`src/rtl/qlt_pkg.sv`:
```
package qlt_pkg;
    localparam int OP_W     = 128;
    localparam int EXP_W    = 15;
    localparam int FRAC_W   = 112;
    localparam int CW_W     = 32;
    localparam int DXC_W    = 8;
    localparam int INTC_W   = 16;

    localparam int SIGN_BIT     = OP_W - 1;
    localparam int EXP_HI       = OP_W - 2;
    localparam int QUIET_BIT    = FRAC_W - 1;
    localparam int INV_MASK_BIT = CW_W - 1;
    localparam int INV_FLAG_BIT = 23;
    localparam int DXC_LO       = 8;

    localparam logic [DXC_W-1:0]  DXC_INVALID = 8'h80;
    localparam logic [INTC_W-1:0] INT_DATA    = 16'h0007;

    typedef enum logic [1:0] {
        CC_ZERO = 2'd0,
        CC_NEG  = 2'd1,
        CC_POS  = 2'd2,
        CC_NAN  = 2'd3
    } cc_e;

    typedef enum logic {
        ST_IDLE   = 1'b0,
        ST_REPORT = 1'b1
    } st_e;

    typedef struct packed {
        logic sgn;
        logic zero;
        logic nan;
        logic snan;
    } cls_t;
endpackage

```
`src/rtl/qlt_classify.sv`:
```
module qlt_classify
    import qlt_pkg::*;
(
    input  logic [OP_W-1:0] opnd,
    output cls_t            cls,
    output logic [OP_W-1:0] quieted
);
    logic [EXP_W-1:0]  exp_f;
    logic [FRAC_W-1:0] frac_f;
    logic              exp_max;
    logic              frac_nz;

    assign exp_f   = opnd[EXP_HI -: EXP_W];
    assign frac_f  = opnd[FRAC_W-1:0];
    assign exp_max = &exp_f;
    assign frac_nz = |frac_f;

    always_comb begin
        cls.sgn  = opnd[SIGN_BIT];
        cls.zero = (exp_f == '0) && !frac_nz;
        cls.nan  = exp_max && frac_nz;
        cls.snan = exp_max && frac_nz && !frac_f[QUIET_BIT];
    end

    always_comb begin
        quieted            = opnd;
        quieted[QUIET_BIT] = 1'b1;
    end
endmodule

```
`src/rtl/qlt_resolve.sv`:
```
module qlt_resolve
    import qlt_pkg::*;
(
    input  cls_t              cls,
    input  logic [OP_W-1:0]   opnd,
    input  logic [OP_W-1:0]   quieted,
    input  logic [CW_W-1:0]   cw_in,
    input  logic [1:0]        cc_hold,
    output logic [OP_W-1:0]   nxt_res,
    output logic              nxt_we,
    output logic [1:0]        nxt_cc,
    output logic [CW_W-1:0]   nxt_cw,
    output logic              nxt_trap,
    output logic [DXC_W-1:0]  nxt_dxc,
    output logic [INTC_W-1:0] nxt_intc
);
    always_comb begin
        nxt_res  = opnd;
        nxt_we   = 1'b1;
        nxt_cw   = cw_in;
        nxt_trap = 1'b0;
        nxt_dxc  = '0;
        nxt_intc = '0;
        nxt_cc   = CC_POS;
        if (cls.nan) begin
            nxt_cc = CC_NAN;
            if (cls.snan) begin
                if (cw_in[INV_MASK_BIT]) begin
                    nxt_we                         = 1'b0;
                    nxt_trap                       = 1'b1;
                    nxt_cc                         = cc_hold;
                    nxt_dxc                        = DXC_INVALID;
                    nxt_intc                       = INT_DATA;
                    nxt_cw[DXC_LO +: DXC_W]        = DXC_INVALID;
                end else begin
                    nxt_res              = quieted;
                    nxt_cw[INV_FLAG_BIT] = 1'b1;
                end
            end
        end else if (cls.zero) begin
            nxt_cc = CC_ZERO;
        end else if (cls.sgn) begin
            nxt_cc = CC_NEG;
        end else begin
            nxt_cc = CC_POS;
        end
    end
endmodule

```
`src/rtl/qlt_ctrl.sv`:
```
module qlt_ctrl
    import qlt_pkg::*;
(
    input  logic clk,
    input  logic rst_n,
    input  logic in_valid,
    output logic accept,
    output logic done
);
    st_e state_q;
    st_e state_d;

    always_ff @(posedge clk) begin
        if (!rst_n) state_q <= ST_IDLE;
        else        state_q <= state_d;
    end

    always_comb begin
        state_d = state_q;
        unique case (state_q)
            ST_IDLE:   state_d = in_valid ? ST_REPORT : ST_IDLE;   // accept / wait
            ST_REPORT: state_d = in_valid ? ST_REPORT : ST_IDLE;   // chain / settle
            default:   state_d = ST_IDLE;
        endcase
    end

    assign accept = rst_n && in_valid;
    assign done   = (state_q == ST_REPORT);
endmodule

```
`src/rtl/qlt_unit.sv`:
```
module qlt_unit
    import qlt_pkg::*;
(
    input  logic              clk,
    input  logic              rst_n,
    input  logic              in_valid,
    input  logic [OP_W-1:0]   opnd,
    input  logic [CW_W-1:0]   cw_in,
    output logic              done,
    output logic [OP_W-1:0]   res,
    output logic              res_we,
    output logic [1:0]        cc,
    output logic [CW_W-1:0]   cw_out,
    output logic              trap,
    output logic [DXC_W-1:0]  dxc,
    output logic [INTC_W-1:0] int_code
);
    cls_t              cls;
    logic [OP_W-1:0]   quieted;
    logic [OP_W-1:0]   nxt_res;
    logic              nxt_we;
    logic [1:0]        nxt_cc;
    logic [CW_W-1:0]   nxt_cw;
    logic              nxt_trap;
    logic [DXC_W-1:0]  nxt_dxc;
    logic [INTC_W-1:0] nxt_intc;
    logic              accept;

    logic [OP_W-1:0]   res_q;
    logic              we_q;
    logic [1:0]        cc_q;
    logic [CW_W-1:0]   cw_q;
    logic              trap_q;
    logic [DXC_W-1:0]  dxc_q;
    logic [INTC_W-1:0] intc_q;

    qlt_classify u_cls (
        .opnd    (opnd),
        .cls     (cls),
        .quieted (quieted)
    );

    qlt_resolve u_res (
        .cls      (cls),
        .opnd     (opnd),
        .quieted  (quieted),
        .cw_in    (cw_in),
        .cc_hold  (cc_q),
        .nxt_res  (nxt_res),
        .nxt_we   (nxt_we),
        .nxt_cc   (nxt_cc),
        .nxt_cw   (nxt_cw),
        .nxt_trap (nxt_trap),
        .nxt_dxc  (nxt_dxc),
        .nxt_intc (nxt_intc)
    );

    qlt_ctrl u_ctrl (
        .clk      (clk),
        .rst_n    (rst_n),
        .in_valid (in_valid),
        .accept   (accept),
        .done     (done)
    );

    always_ff @(posedge clk) begin
        if (!rst_n) begin
            res_q  <= '0;
            we_q   <= 1'b0;
            cc_q   <= CC_ZERO;
            cw_q   <= '0;
            trap_q <= 1'b0;
            dxc_q  <= '0;
            intc_q <= '0;
        end else if (accept) begin
            if (nxt_we) res_q <= nxt_res;
            we_q   <= nxt_we;
            cc_q   <= nxt_cc;
            cw_q   <= nxt_cw;
            trap_q <= nxt_trap;
            dxc_q  <= nxt_dxc;
            intc_q <= nxt_intc;
        end else begin
            we_q   <= 1'b0;
            trap_q <= 1'b0;
            dxc_q  <= '0;
            intc_q <= '0;
        end
    end

    assign res      = res_q;
    assign res_we   = we_q;
    assign cc       = cc_q;
    assign cw_out   = cw_q;
    assign trap     = trap_q;
    assign dxc      = dxc_q;
    assign int_code = intc_q;
endmodule

```
`config.mk`:
```
export PLATFORM = sky130hd
export DESIGN_NAME = qlt_unit
export DESIGN_NICKNAME = d
export VERILOG_FILES = /design/src/rtl/qlt_pkg.sv /design/src/rtl/qlt_classify.sv /design/src/rtl/qlt_resolve.sv /design/src/rtl/qlt_ctrl.sv /design/src/rtl/qlt_unit.sv
export SDC_FILE = /design/constraint.sdc
export NUM_CORES = 1
export LEC_CHECK = 0
export ABC_AREA = 1
export ABC_CLOCK_PERIOD_IN_PS = 4700
export BUFFER_PORTS_ARGS = -buffer_cell sky130_fd_sc_hd__buf_2
export CORE_UTILIZATION = 58
export CTS_BUF_LIST = sky130_fd_sc_hd__clkbuf_8
export DETAILED_ROUTE_END_ITERATION = 10
export GPL_ROUTABILITY_DRIVEN = 0
export PLACE_DENSITY = 0.89
export SYNTH_ARGS = -nofsm -noshare
export SYNTH_HDL_FRONTEND = slang
export SYNTH_HIERARCHICAL = 1
export SYNTH_SLANG_ARGS = --single-unit
```
`constraint.sdc`:
```
create_clock -name clk -period 4.7 [get_ports clk]
set_input_delay 0.235 -clock clk [delete_from_list [all_inputs] [get_ports clk]]
set_output_delay 0.235 -clock clk [all_outputs]
set_load 0.1 [all_outputs]
```
After elaboration in Yosys (flattened, before gate mapping)
Cells that the tools add are included.
- eq/ne operators: 1
- multiplexer cells: 21
- reduce and logical (&&, ||, !) cells: 13
- operators with widths (cell ; count):
    $mux W112 ; 3
    $reduce_or A112 Y1 ; 1
    $mux W8 ; 4
    $logic_not A15 Y1 ; 1
    $reduce_and A15 Y1 ; 1
    $mux W2 ; 5
    $mux W1 ; 8
    $reduce_and A2 Y1 ; 3
    $logic_and A1 B1 Y1 ; 4
    $reduce_and A4 Y1 ; 1
    $mux W3 ; 1
    $ne A3 B3 Y1 const B ; 1
    $logic_not A1 Y1 ; 2
- bits in registers: 189
- bits of input ports: 163
- output and inout bits: 189
- word-level logic and storage cells: 43

Logic depth before layout (Yosys ltp)
- word-level depth: 6
- mapped depth: 17
- depth with buffers taken out: 13

Modules after synthesis
Netlist, hierarchy kept.
- modules (own cells, without submodules) (module ; times used ; cells each ; area each (µm²) ; seq. area each (µm²)):
    qlt_unit ; 1 ; 1040 ; 7151.9 ; 3763.6
    qlt_resolve ; 1 ; 524 ; 2563.7 ; 0.0
    qlt_classify ; 1 ; 252 ; 1472.7 ; 0.0
    qlt_ctrl ; 1 ; 4 ; 31.3 ; 20.0

Worst setup path after synthesis
No wires, ideal clock.
- path type: input to register
- start: in opnd[95]
- end: reg res_q[100] (netlist: res[100])
- setup time: 0.113 ns
- arrival: 1.805 ns
- data required time: 4.587 ns
- setup slack: 2.782 ns
- stages on the path: 16
- path buffers: 4
- path through: nor2_1 > nand2_1 > nor2_1 > nand2_1 > nor2_2 > nand2_2 > nor2_2 > nor2_1 > buf_2 > buf_4 > nand3_2 > nand2_4 > buf_4 > buf_4 > nor2_1 > nor2_1
- RTL lines (element ; RTL line ; text):
    from (decl) ; qlt_unit.sv:7 ; input logic [OP_W-1:0] opnd,
    to (signal assigned) ; qlt_unit.sv:76 ; if (nxt_we) res_q <= nxt_res;
    to (decl) ; qlt_unit.sv:29 ; logic [OP_W-1:0] res_q;

==> impl_metrics.json <==
{
  "worstPathMaxFanout": 85,
  "min_period_ns": 2.78,
  "grtUsageMet3_pct": 8.39,
  "r2r_setup_slack_ns": 3.80,
  "reg2reg_from": "cc[1]",
  "synth_warnings": 6,
  "synth_edf_count": 0,
  "grt_usage_pct": 29.0,
  "critPathCaptureType": "register",
  "worst_r2r_endpoint": "cc[1]",
  "insertion_delay_ns": 0.47,
  "synth_top_family_by_area": "simple AND/OR/NAND/NOR gates",
  "start_util_pct": 59.6,
  "die_y_um": 141,
  "areaGrowthSynthToFinish_pct": 8.38,
  "vias_per_cell": 4.88,
  "maxCapViolations": 0,
  "ir_drop_uv": 219,
  "synth.area.mux_share_pct": 0,
  "dpl.hpwl_um": 19500,
  "final_area_um2": 12200,
  "power.density_nw_per_um2": 339,
  "synthAdderAreaFrac_pct": 0,
  "hold_ws_ns": 0.0299,
  "worstSetupPathType": "in2reg",
  "cts.clk_slew.worst_paths_ns": 0.11,
  "drt-total-wl_um": 29500,
  "setup_viol": 0,
  "ys_ff_latch": 189,
  "grt-busiest-layer": "met2",
  "cts_setup_buffers": 0,
  "synth_ff_type": "dfxtp_1",
  "worst_pin_slew_ns": 1.03,
  "syn_inst": 1820,
  "drtIter0Drc": 806,
  "cts_tree": "done",
  "crit_path_start": "opnd[46]",
  "grt_pass1_vias": 9667,
  "num_io_pins": 352,
  "vias": 10900,
  "rsz0062_at_grt": "no",
  "hold_viol": 0,
  "synth_compound_area_share_pct": 1.52,
  "synth_top_cell_area_share_pct": 33.7,
  "grtUsageMet1_pct": 34.4,
  "fmax_mhz": 360,
  "post_drt_wl_per_cell_um": 13.3,
  "crit_arrival_ns": 3.14,
  "final.setup_skew_ns": 0,
  "avgSynthCellArea_um2": 6.16,
  "placed_cell_area_um2": 11500,
  "async_flop_share_pct": 0,
  "core_area_um2": 18800,
  "worst-endpoint-required_ns": 5.07,
  "syn_area_um2": 11200,
  "die_w_um": 141,
  "antenna_found_initial": 1,
  "cts_root_buffer": "clkbuf_8",
  "hold_path.class": "in2reg",
  "reg2reg_depth": 6,
  "leakage_nw": 6.97,
  "ant_nets": 0,
  "overflow": 0,
  "timing.final.crit_share_pct": 59.1,
  "synthMostInstantiatedCell": "nand2_1",
  "synth_cell_types": 23,
  "nFillCells": 1667,
  "layout-drive-gt1-share_pct": 20.6,
  "grt_max_degree": 147,
  "netlist_top_cells_count": "560 x nand2_1, 424 x nor2_1, 189 x dfxtp_1",
  "first_pass_iters": 5,
  "clock_path_buffers": 2,
  "clock_sinks": 189,
  "critPathLaunchType": "input pin",
  "post-route-drc-count": 0,
  "synth-simple-area-share_pct": 41.4,
  "crit_end": "cc[1]",
  "synthXorXnorAreaFrac_pct": 0,
  "max-slew-margin-rel_pct": 31.6,
  "tns_ns": 0,
  "dieArea_um2": 19900,
  "grt_pass1_wl_um": 46600,
  "io_buffers": 351,
  "synth_top_cell_by_area": "dfxtp_1",
  "status": "finished clean",
  "seq_area_frac_synth_pct": 33.7,
  "netlist_top_cells_area": "dfxtp_1 34%, nand2_1 19%, nor2_1 14%",
  "numCtsBuffers": 17,
  "slew_violations": 0,
  "grt_use_met2_pct": 49.0,
  "nNetsFinal": 2115,
  "core.rowCount": 50,
  "htree_levels": 4
}
[registers in the layout (all words and copies together) (netlist names)]
name,flops
dxc,8
int_code,16
cc,2
res,128
res_we,1
cw_out,32
trap,1
u_ctrl/done,1
[metal layers]
metal / part of all wire, % / up-vias
li1: - / 5596
met3: 8.8 / 64
met2: 47 / 484
met4: 3.3 / 0
met5: 0 / -
met1: 41 / 4714
[where the power goes]
part	switching (mW)	internal (mW)	leakage, nW
logic	1.04	0.236	5.22
clock network	0.691	0.405	0.200
registers	0.0483	1.70	1.56
[repair_timing]
action / CTS / global route
hold buffers: 21 / 0
hold endpoints to repair: 21 / 0
resized for setup: 0 / 0
[worst max-delay path, cell delays in order]
cell     delay [ns]
buf_2          0.11
nor2_1         0.06
nand2_1        0.06
nor2_1         0.07
nand2_1        0.08
nor2_1         0.06
nand2_1        0.14
nor2_2         0.08
nor3_2         0.36
buf_4          0.79
buf_4          0.55
nand3_1        0.14
nand2_1        0.08
nand2_1        0.06
nor2_1         0.10
nor2_1         0.08
[through the flow]
| step | total power [mW] | setup WS (ns) | util, % | instances |
|---|---|---|---|---|
| floorplan | 2.89 | 2.78 | - | 1839 |
| global placement | 3.02 | 1.59 | 61.3 | 2172 |
| detailed placement | 3.04 | 1.50 | 61.3 | 2172 |
| CTS | 4.13 | 2.01 | 64.6 | 2225 |
| global route | 4.31 | 1.77 | 64.6 | 2226 |
| finish | 4.12 | 1.92 | 64.6 | 2226 |
[cell usage in the layout (no fill, tap or decap)]
master and count:
nand3_1 3, clkinvlp_4 1, nand2_8 1, nor2_1 423
inv_4 1, conb_1 21, inv_6 4, clkinv_1 1
nor3_2 2, diode_2 1, buf_2 350, clkbuf_8 17
inv_1 169, nor2_2 3, nand3b_1 1, nand3_4 1
dfxtp_1 189, nor2_4 1, buf_12 2, nand3_2 1
clkinv_4 2, buf_4 10, nor4_1 3, o21ai_0 34
nand2_2 1, dlygate4sd3_1 21, inv_8 5, nand2_1 560
nor3_1 1, nand4_1 134, clkinv_8 3
[final cells by class]
| type | count | area, um2 | share of cell area, % |
|---|---|---|---|
| Sequential cell | 189 | 3780 | 31.1 |
| Timing Repair Buffer | 383 | 2080 | 17.1 |
| Clock inverter | 15 | 165 | 1.36 |
| Tap cell | 260 | 325 | 2.68 |
| Inverter | 171 | 644 | 5.30 |
| Multi-Input combinational cell | 1190 | 4930 | 40.5 |
| Antenna cell | 1 | 2.50 | 0.0206 |
| Clock buffer | 17 | 234 | 1.92 |
[how the worst min path moves through the flow]
stage | to | slack [ns] | cells past startpoint | start
floorplan | u_ctrl/done | 0.35 | 2 | in_valid
global placement | u_ctrl/done | 0.43 | 3 | in_valid
detailed placement | u_ctrl/done | 0.44 | 3 | in_valid
CTS | cw_out[19] | 0.004 | 3 | cw_in[19]
global route | cw_out[19] | 0.009 | 3 | cw_in[19]
finish | cw_out[19] | 0.03 | 3 | cw_in[19]
[kinds of logic after synthesis]
logic type      Yosys count
compound gates           34
buf+inv                 460
flops                   189
simple gates           1135
other cells               2
(Power assumes the default switching activity.)
